$ cat src/rtl/ifc_pkg.sv
package ifc_pkg;
  typedef enum logic [1:0] {
    ST_SWEEP  = 2'd0,
    ST_LOOKUP = 2'd1,
    ST_FILL   = 2'd2
  } ifc_state_e;
endpackage

$ cat src/rtl/ifc_tag_store.sv
module ifc_tag_store #(
  parameter int SETS  = 8,
  parameter int IDX_W = 3,
  parameter int TAG_W = 7
) (
  input  logic             clk,
  input  logic             clr_en,
  input  logic [IDX_W-1:0] clr_idx,
  input  logic             set_en,
  input  logic [IDX_W-1:0] set_idx,
  input  logic [TAG_W-1:0] set_tag,
  input  logic [IDX_W-1:0] look_idx,
  input  logic [TAG_W-1:0] look_tag,
  output logic             look_hit
);
  logic [SETS-1:0]  valid_q;
  logic [TAG_W-1:0] tag_q [SETS];

  // valid flags are cleared by the sweep, not by reset
  always_ff @(posedge clk) begin
    if (clr_en) begin
      valid_q[clr_idx] <= 1'b0;
    end else if (set_en) begin
      valid_q[set_idx] <= 1'b1;
      tag_q[set_idx]   <= set_tag;
    end
  end

  assign look_hit = valid_q[look_idx] && (tag_q[look_idx] == look_tag);
endmodule

$ cat src/rtl/ifc_data_bank.sv
module ifc_data_bank #(
  parameter int DEPTH = 32,
  parameter int AW    = 5,
  parameter int W     = 16
) (
  input  logic          clk,
  input  logic          we,
  input  logic [AW-1:0] waddr,
  input  logic [W-1:0]  wdata,
  input  logic [AW-1:0] raddr,
  output logic [W-1:0]  rdata
);
  logic [W-1:0] mem [DEPTH];

  always_ff @(posedge clk) begin
    if (we) mem[waddr] <= wdata;
    rdata <= mem[raddr];
  end
endmodule

$ cat src/rtl/ifc_ctrl.sv
module ifc_ctrl
  import ifc_pkg::*;
#(
  parameter int SETS   = 8,
  parameter int IDX_W  = 3,
  parameter int TAG_W  = 7,
  parameter int OFF_W  = 2,
  parameter int PART_W = 1,
  parameter int BPW    = 2,
  parameter int BEAT_W = 3,
  parameter int BEATS  = 8,
  parameter int MEM_W  = 16,
  parameter int WORD_W = 32
) (
  input  logic                     clk,
  input  logic                     rst,
  input  logic [TAG_W-1:0]         req_tag,
  input  logic [IDX_W-1:0]         req_idx,
  input  logic [OFF_W-1:0]         req_off,
  input  logic                     look_hit,
  input  logic [MEM_W-1:0]         mem_data,
  input  logic                     mem_stall,
  output logic                     clr_en,
  output logic [IDX_W-1:0]         clr_idx,
  output logic                     set_en,
  output logic [IDX_W-1:0]         set_idx,
  output logic [TAG_W-1:0]         set_tag,
  output logic [BPW-1:0]           bank_we,
  output logic [IDX_W+OFF_W-1:0]   bank_waddr,
  output logic [WORD_W-1:0]        fill_word,
  output logic                     fill_sel,
  output logic                     cpu_stall,
  output logic [TAG_W+IDX_W+BEAT_W-1:0] mem_addr,
  output logic                     mem_rd
);
  ifc_state_e        state_q;
  logic [IDX_W-1:0]  sweep_q;
  logic [BEAT_W-1:0] beat_q;
  logic [TAG_W-1:0]  miss_tag_q;
  logic [IDX_W-1:0]  miss_idx_q;
  logic [OFF_W-1:0]  miss_off_q;
  logic [WORD_W-1:0] fill_q, fill_next;
  logic              stall_q, sel_q, rd_q;

  logic              accept, last_beat;
  logic [OFF_W-1:0]  beat_word;
  logic [PART_W-1:0] beat_part;

  assign accept    = (state_q == ST_FILL) && !mem_stall;
  assign last_beat = (beat_q == BEAT_W'(BEATS - 1));
  assign beat_word = beat_q[BEAT_W-1:PART_W];
  assign beat_part = beat_q[PART_W-1:0];

  // requested word assembled from the beats as they arrive
  always_comb begin
    fill_next = fill_q;
    if (accept && (beat_word == miss_off_q))
      fill_next[int'(beat_part)*MEM_W +: MEM_W] = mem_data;
  end

  always_comb begin
    bank_we = '0;
    if (accept) bank_we[beat_part] = 1'b1;
  end

  always_ff @(posedge clk) begin
    if (rst) begin
      state_q    <= ST_SWEEP;
      sweep_q    <= '0;
      beat_q     <= '0;
      miss_tag_q <= '0;
      miss_idx_q <= '0;
      miss_off_q <= '0;
      fill_q     <= '0;
      stall_q    <= 1'b1;
      sel_q      <= 1'b0;
      rd_q       <= 1'b0;
    end else begin
      case (state_q)
        ST_SWEEP: begin
          sweep_q <= sweep_q + 1'b1;
          if (sweep_q == IDX_W'(SETS - 1)) state_q <= ST_LOOKUP;
        end
        ST_LOOKUP: begin
          sel_q <= 1'b0;
          if (look_hit) begin
            stall_q <= 1'b0;
          end else begin
            stall_q    <= 1'b1;
            state_q    <= ST_FILL;
            rd_q       <= 1'b1;
            beat_q     <= '0;
            miss_tag_q <= req_tag;
            miss_idx_q <= req_idx;
            miss_off_q <= req_off;
            fill_q     <= '0;
          end
        end
        ST_FILL: begin
          if (!mem_stall) begin
            fill_q <= fill_next;
            beat_q <= beat_q + 1'b1;
            if (last_beat) begin
              state_q <= ST_LOOKUP;
              rd_q    <= 1'b0;
              stall_q <= 1'b0;
              sel_q   <= 1'b1;
            end
          end
        end
        default: state_q <= ST_SWEEP;
      endcase
    end
  end

  assign clr_en     = (state_q == ST_SWEEP);
  assign clr_idx    = sweep_q;
  assign set_en     = accept && last_beat;
  assign set_idx    = miss_idx_q;
  assign set_tag    = miss_tag_q;
  assign bank_waddr = {miss_idx_q, beat_word};
  assign fill_word  = fill_q;
  assign fill_sel   = sel_q;
  assign cpu_stall  = stall_q;
  assign mem_rd     = rd_q;
  assign mem_addr   = {miss_tag_q, miss_idx_q, beat_q};
endmodule

$ cat src/rtl/ifetch_cache.sv
module ifetch_cache #(
  parameter int ADDR_W     = 12,
  parameter int WORD_W     = 32,
  parameter int MEM_W      = 16,
  parameter int LINE_WORDS = 4,
  parameter int SETS       = 8
) (
  input  logic                 clk,
  input  logic                 rst,
  input  logic [ADDR_W-1:0]    cpu_addr,
  output logic [WORD_W-1:0]    cpu_instr,
  output logic                 cpu_stall,
  output logic [ADDR_W-$clog2(LINE_WORDS)+$clog2(LINE_WORDS*WORD_W/MEM_W)-1:0] mem_addr,
  output logic                 mem_rd,
  input  logic [MEM_W-1:0]     mem_data,
  input  logic                 mem_stall
);
  localparam int OFF_W  = $clog2(LINE_WORDS);
  localparam int IDX_W  = $clog2(SETS);
  localparam int TAG_W  = ADDR_W - OFF_W - IDX_W;
  localparam int BPW    = WORD_W / MEM_W;
  localparam int PART_W = $clog2(BPW);
  localparam int BEATS  = LINE_WORDS * BPW;
  localparam int BEAT_W = $clog2(BEATS);
  localparam int DEPTH  = SETS * LINE_WORDS;
  localparam int RAM_AW = IDX_W + OFF_W;
  localparam int MADDR_W = TAG_W + IDX_W + BEAT_W;

  logic [OFF_W-1:0]  req_off;
  logic [IDX_W-1:0]  req_idx;
  logic [TAG_W-1:0]  req_tag;
  logic              look_hit;
  logic              clr_en, set_en, fill_sel;
  logic [IDX_W-1:0]  clr_idx, set_idx;
  logic [TAG_W-1:0]  set_tag;
  logic [BPW-1:0]    bank_we;
  logic [RAM_AW-1:0] bank_waddr;
  logic [WORD_W-1:0] fill_word, bank_word;
  logic [MEM_W-1:0]  bank_rd [BPW];

  assign req_off = cpu_addr[OFF_W-1:0];
  assign req_idx = cpu_addr[OFF_W +: IDX_W];
  assign req_tag = cpu_addr[ADDR_W-1 -: TAG_W];

  ifc_ctrl #(
    .SETS(SETS), .IDX_W(IDX_W), .TAG_W(TAG_W), .OFF_W(OFF_W),
    .PART_W(PART_W), .BPW(BPW), .BEAT_W(BEAT_W), .BEATS(BEATS),
    .MEM_W(MEM_W), .WORD_W(WORD_W)
  ) u_ctrl (
    .clk(clk), .rst(rst),
    .req_tag(req_tag), .req_idx(req_idx), .req_off(req_off),
    .look_hit(look_hit), .mem_data(mem_data), .mem_stall(mem_stall),
    .clr_en(clr_en), .clr_idx(clr_idx),
    .set_en(set_en), .set_idx(set_idx), .set_tag(set_tag),
    .bank_we(bank_we), .bank_waddr(bank_waddr),
    .fill_word(fill_word), .fill_sel(fill_sel),
    .cpu_stall(cpu_stall), .mem_addr(mem_addr), .mem_rd(mem_rd)
  );

  ifc_tag_store #(.SETS(SETS), .IDX_W(IDX_W), .TAG_W(TAG_W)) u_tags (
    .clk(clk),
    .clr_en(clr_en), .clr_idx(clr_idx),
    .set_en(set_en), .set_idx(set_idx), .set_tag(set_tag),
    .look_idx(req_idx), .look_tag(req_tag), .look_hit(look_hit)
  );

  // one RAM bank per memory-bus slice of a word
  for (genvar p = 0; p < BPW; p++) begin : g_bank
    ifc_data_bank #(.DEPTH(DEPTH), .AW(RAM_AW), .W(MEM_W)) u_bank (
      .clk(clk),
      .we(bank_we[p]),
      .waddr(bank_waddr),
      .wdata(mem_data),
      .raddr({req_idx, req_off}),
      .rdata(bank_rd[p])
    );
  end

  always_comb begin
    for (int p = 0; p < BPW; p++) bank_word[p*MEM_W +: MEM_W] = bank_rd[p];
  end

  assign cpu_instr = fill_sel ? fill_word : bank_word;
endmodule

$ cat config.mk
export PLATFORM = sky130hd
export DESIGN_NAME = ifetch_cache
export DESIGN_NICKNAME = d
export VERILOG_FILES = /design/src/rtl/ifc_pkg.sv /design/src/rtl/ifc_tag_store.sv /design/src/rtl/ifc_data_bank.sv /design/src/rtl/ifc_ctrl.sv /design/src/rtl/ifetch_cache.sv
export SDC_FILE = /design/constraint.sdc
export NUM_CORES = 1
export LEC_CHECK = 0
export ABC_AREA = 1
export BUFFER_PORTS_ARGS = -buffer_cell sky130_fd_sc_hd__buf_4
export CAP_MARGIN = 20
export CORE_MARGIN = 3
export CORE_UTILIZATION = 40
export DETAILED_ROUTE_END_ITERATION = 10
export GPL_ROUTABILITY_DRIVEN = 1
export HOLD_SLACK_MARGIN = 0.06
export PLACE_DENSITY = 0.6
export SETUP_SLACK_MARGIN = 0.2
export SYNTH_ARGS = -nofsm -noshare
export SYNTH_HDL_FRONTEND = slang
export SYNTH_HIERARCHICAL = 1
export SYNTH_SLANG_ARGS = --single-unit
export TNS_END_PERCENT = 20
$ cat constraint.sdc
create_clock -name clk -period 3.6 [get_ports clk]
set_input_delay 0 -clock clk [delete_from_list [all_inputs] [get_ports clk]]
set_output_delay 0 -clock clk [all_outputs]
set_load 0.02 [all_outputs]
# == After elaboration in Yosys (flattened, before gate mapping) ==
# Memories as Yosys holds them, arrays and structs flattened. A register that Yosys moved wholly into a read port is not among the register bits.
# Index checks and enable logic that the tools add are counted.
# classes
n_addsub,3
magnitude_cmp,7
n_eq_ne,11
n_shift,2
muxes,41
n_bitwise,4
n_reduce_logical,17
# ops
op,n
$mux W32,4
$pmux W32 S2,1
$neg A5 Y33,1
$shift A16 B33 Y32 const A,1
$shiftx A16 B33 Y32,1
$bwmux W32,1
$mux W1,17
$mux W8,2
$lt A3 B4 Y1 const B,3
$reduce_and A4 Y1,3
$mux W2,5
$and A8 B8 Y8,1
$not A8 Y8,1
$or A8 B8 Y8,1
$eq A7 B7 Y1,1
$logic_and A1 B1 Y1,7
$add A3 B1 Y3 const B,2
$demux W1 S3,2
$eq A3 B3 Y1 const B,2
$ge A3 B1 Y1 const B,2
$mux W3,2
$ne A2 B2 Y1 const B,3
$pmux W1 S2,3
$pmux W2 S3,1
other kinds (15),18
# word_totals
reg_bits,63
ram_bits,1080
output_inout_bits,47
mem_count,3
# memory_table
name,words,width,rd,rd_ports_with_merged_regs,wr,line,rtl
g_bank[0].u_bank.mem,32,16,1,1,1,ifc_data_bank.sv:13,logic [W-1:0] mem [DEPTH];
g_bank[1].u_bank.mem,32,16,1,1,1,ifc_data_bank.sv:13,
u_tags.tag_q,8,7,1,0,1,ifc_tag_store.sv:17,logic [TAG_W-1:0] tag_q [SETS];

# == Longest topological paths before layout ==
# depth
word_depth,7
ltp_mapped,20

# == By module ==
# The synthesis kept the hierarchy.
# by_module_without_submodules
mod,instances,cells_per_inst,area_per_inst_um2
ifc_data_bank,2,1794,21301.7
ifc_tag_store,1,332,3136.8
ifc_ctrl,1,286,2391.0
ifetch_cache,1,104,491.7

# == Worst setup path before layout ==
# No wires, ideal clock.
# synth_timing
kind,flip-flop to flip-flop
start,register u_ctrl.beat_q[0]
end,"memory g_bank[1].u_bank.mem[31][0], enable pin"
t_arrival_ns,2.050
slack_ns,1.162
stages_incl_launch_ff,7
cell_sequence,dfxtp_1 > inv_1 > nor2_4 > inv_2 > nor2_1 > nand3_1 > nor2_1
# synth_via
elab_chain_len,7
word_cells_on_any_way,8
# synth_lines
item,line,rtl
from (decl),ifc_ctrl.sv:38,logic [BEAT_W-1:0] beat_q;
from (signal assigned),ifc_ctrl.sv:102,beat_q <= beat_q + 1'b1;
$lt A1 B2 Y1 (implied by the code) / $ge A1 B1 Y1 (equally long branches),ifc_ctrl.sv:63,if (accept) bank_we[beat_part] = 1'b1;
$logic_and A1 B1 Y1 (implied by the code),ifc_ctrl.sv:63,
$mux W1 (implied by the code),ifc_ctrl.sv:63,
$demux W1 S1 (*),n/a,
$mux W2 (*),ifc_ctrl.sv:63,
named net bank_we[1],ifetch_cache.sv:36,logic [BPW-1:0] bank_we;
$mux W1 (*),ifc_data_bank.sv:16,if (we) mem[waddr] <= wdata;
$mux W1 (implied by the code) (*),ifc_data_bank.sv:16,
to (decl),ifc_data_bank.sv:13,
# The timed path passes the listed nets; every way through them passes the cells marked *.

# == Final worst setup path ==
# layout_timing
start,input port cpu_addr[2]
end,register u_ctrl.fill_q[26] (netlist: u_ctrl/fill_word[26])
# layout_via
elab_chain_len,5
word_cells_on_any_way,7
# layout_lines
item,line,rtl
from (decl),ifetch_cache.sv:10,"input logic [ADDR_W-1:0] cpu_addr,"
$mem_v2 Z8 W7 / $bmux W1 S3 (equally long branches),n/a,
$eq A7 B7 Y1 / $mux W1 (equally long branches),ifc_tag_store.sv:29,assign look_hit = valid_q[look_idx] && (tag_q[look_idx] == look_tag);
$logic_and A1 B1 Y1 (*),ifc_tag_store.sv:29,
named net look_hit,ifetch_cache.sv:32,logic look_hit;
$ne A2 B2 Y1 (no source line) (*),n/a,
$reduce_and A4 Y1 (no source line) (*),n/a,
to (signal assigned),ifc_ctrl.sv:101,fill_q <= fill_next;
to (decl),ifc_ctrl.sv:42,"logic [WORD_W-1:0] fill_q, fill_next;"
# The timed path passes the listed nets; every way through them passes the cells marked *. The select of a mux whose other input is x is not followed.
# A chain may end at the register's enable or synchronous reset.

==> results.yml <==
logic_synthesis:
  synth_edf_count: 1088
  synthDistinctLibCells: 42
  post_synth.cell_area_avg_sq_um: 11.28
  most_used_flip_flop_cell_after_synthesis: "edfxtp_1"
  yosys_register_bits: 1175
  synth.top_cell.area_share_pct: 67.19
  synth-async-reset-ratio_pct: 0
  synthesis.instances: 4310
  synth_top_area_cell: "edfxtp_1"
  synth_sequential_area_ratio_pct: 70.78
  synth.top_cells.by_area: "edfxtp_1, nand2_1, nand3_1"
  ys_warn_count: 6
  synth.net_count: 4345
  mappedNetlistArea_sq_mm: 0.04862
setup_path:
  critPathRequiredTime_ns: 4.26
  cp-end-kind: "register"
  critical_path_class: "in2reg"
  worst_setup_start_kind: "primary input"
  worst-endpoint-arrival_ns: 3.78
  worst-r2r-setup-slack_ns: 0.74
  peak_fanout_along_the_critical_path: 56
final_layout:
  layout.cells.non_filler: 6105
  final_util_pct: 45.17
  nets: 4426
  drive_gt1_share_pct: 9.016
  area_growth_pct: 11.75
  layout.cell_area.non_filler_sq_mm: 0.05433
floorplanning:
  pin_count: 78
  die_area_sq_mm: 0.1258
  floorplan.die.width_microns: 354.7
  placement_rows: 127
  core_area_sq_mm: 0.1203
  die_height_microns: 354.7
  start_util_pct: 40.42
global_route:
  grt_pass1_vias: 30308
  grt-ovfl-total: 0
  antenna_violations_before_repair: 1
  grt_first_pass_wirelength_microns: 196100
  gr-usage-all-layers_pct: 20.65
  maximum_number_of_pins_on_one_net_before_global_route_repair: 166
sta:
  timing_hold_violations_final: 0
  final.min_clock_period_ns: 3.114
  setup_viol: 0
  max_freq_mhz: 321.1
  relSlewSlack_pct: 29.49
  timing.final.crit_share_pct: 86.51
  clock_skew_ns: 0.03032
  unrepaired_setup_endpoints_after_global_routing: "false"
  max_slew_violations: 0
  tightest_slew_ns: 1.058
  tns_ns: 0
routing:
  post_route_drc: 0
  detailedRoute.firstPassIterationCount: 6
  drt-initial-drc-count: 3617
  totalWireLength_microns: 132600
  via_count_normalized_by_instance_count: 5.296
  route.antenna.remaining_nets: 0
  wire_per_inst_microns: 21.72
  vias: 32334
placed_design:
  numPortBuffers: 77
  dpl-instance-area_sq_mm: 0.05035
  numPlacedInstances: 5854
  hpwl_after_detailed_placement_microns: 74480
  gp_congestion: 0.9196
clock_network:
  cts_max_path_buffers: 3
  worstSkewPairLatency_ns: 0.72
  tritoncts: "built"
  cts.reportedPaths.clkPinSlew_ns: 0.06
  post-cts-setup-buffer-count: 0
  cts.sink_count: 1175
  htree_levels: 3
  cts_made_buffers: 115
  cts-root-buf: "clkbuf_16"
pwr:
  p_total_mw: 28.62
  vdd_drop_max_v: 0.0004499
  total_leakage_power_nw: 20.09
  power.density_cell_area_mw_per_mm2: 526.7
status:
  outcome: "finished clean"
run:
  maxCapViolCount: 0
min_path:
  hold_class: "in2reg"
[power breakdown]
part	internal (mW)	switching, mW	total, mW
sequential	15.0	0.0359	15.0
clock	6.59	5.15	11.7
combinational	0.471	1.41	1.88
total	22.0	6.59	28.6
[placed cells by master, fill, tap and decap left out, types with 3 or more instances in the layout]
cell type      Yosys  final
a21oi_1           53     53
a41oi_1            3      3
buf_12             3      9
buf_4             73    191
bufinv_16          0      7
clkbuf_1          47     37
clkbuf_16          0    115
clkbuf_8           3     10
clkinv_1           0     25
clkinv_2           0     16
clkinv_8           0      3
dfxtp_1           87     87
dlygate4sd3_1      0     32
edfxtp_1        1088   1088
ha_1               4      4
inv_1             97     95
inv_2              7      7
inv_4              1      3
inv_8              1      3
nand2_1         1660   1660
nand2_2           17     17
nand3_1          835    835
nand3_2            7      7
nand3b_1           3      3
nand4_1           33     33
nor2_1            92     92
nor2_4             3      3
nor3_1             4      4
nor4_1             5      5
o21ai_0           20     20
[flip-flops by register name, summed over array words and instances (netlist names)]
| signal | cells |
|---|---|
| u_ctrl/mem_rd | 1 |
| g_bank.u_bank/mem | 1024 |
| u_ctrl/fill_sel | 1 |
| u_ctrl/set_idx | 3 |
| g_bank.u_bank/rdata | 32 |
| u_tags/tag_q | 56 |
| u_ctrl/beat_q | 3 |
| u_ctrl/fill_word | 32 |
| u_ctrl/clr_idx | 3 |
| u_ctrl/cpu_stall | 1 |
| u_ctrl/miss_off_q | 2 |
| u_tags/valid_q | 8 |
| u_ctrl/state_q | 2 |
| u_ctrl/set_tag | 7 |
[cell type report]
class	count	area [sq um]
diodes	1	2.502
fillers	10980	65950
repair buffers	235	1978
multi-input cells	2756	11830
inverters	108	435.4
clock buffers	161	3141
flip-flops and latches	1175	34410
well taps	1612	2017
clock inverters	57	515.5
[worst max-delay path, stage by stage]
cell and delay, ns:
dlygate4sd3_1 0.55, clkbuf_8 0.41, inv_2 0.35, nand2_1 0.14, nand3_1 0.08, nand3_1 0.14, nand2_1 0.07, nand2_1 0.07
nand2_1 0.05, nor2_1 0.11, nand2_1 0.06, nor2_1 0.28, nand2_1 0.12, nand2_2 0.12, inv_4 0.16, nand3_4 0.26
nand2_1 0.08, a21oi_1 0.12, dlygate4sd3_1 0.56
[cells in the mapped netlist, types with 4 or more instances]
cell / n
buf_1: 4
nand3_1: 835
inv_1: 97
clkbuf_1: 47
edfxtp_1: 1088
inv_2: 7
nand2_1: 1660
buf_6: 60
nand4_1: 33
dfxtp_1: 87
o21ai_0: 20
buf_4: 73
a21oi_1: 53
nand2_2: 17
nor3_1: 4
ha_1: 4
nand3_2: 7
nor2_1: 92
nor4_1: 5
buf_2: 78
[through the flow]
stage                     setup slack (ns)  hold WS [ns]
after detailed placement            0.7739        0.3122
after global routing                0.2240        0.1537
after floorplan                      1.162       0.09887
after CTS                           0.5576        0.1139
final                               0.4856        0.1753
after global placement              0.8785        0.2911
[routing by layer]
layer | global-route usage [%] | routed length (microns)
met1 | 29.67 | 57730
met2 | 32.58 | 61340
met3 | 3.150 | 9870
met4 | 6.032 | 3684
met5 | 0 | 7
[kinds of logic (layout without fill, tap and decap cells)]
| family | after synthesis | after routing | synth area share (%) |
|---|---|---|---|
| adders and majority gates | 4 | 4 | 0.1029 |
| other | 0 | 1 | 0 |
| AOI/OAI and AO/OA | 84 | 84 | 0.9135 |
| buffers and inverters | 379 | 561 | 4.889 |
| and+or+nand+nor | 2667 | 2667 | 23.30 |
| xor gates and xnor gates | 1 | 1 | 0.01802 |
| DFF | 1175 | 1175 | 70.78 |
[path summary, 6_finish.rpt]
check | start | cells after the start | endpoint
setup reg to reg | u_ctrl/state_q[1] | 7 | g_bank[0].u_bank/mem[23][4]
hold / removal | cpu_addr[8] | 4 | u_ctrl/set_tag[3]
hold reg to reg | u_ctrl/fill_word[0] | 2 | u_ctrl/fill_word[0]
setup / recovery | cpu_addr[2] | 19 | u_ctrl/fill_word[26]
[what timing repair did]
action	CTS	global route
hold buffers	32	0
resized for setup	0	1
hold endpoints to repair	1027	0
endpoints found under the setup margin	0	1
(Power assumes the default switching activity.)
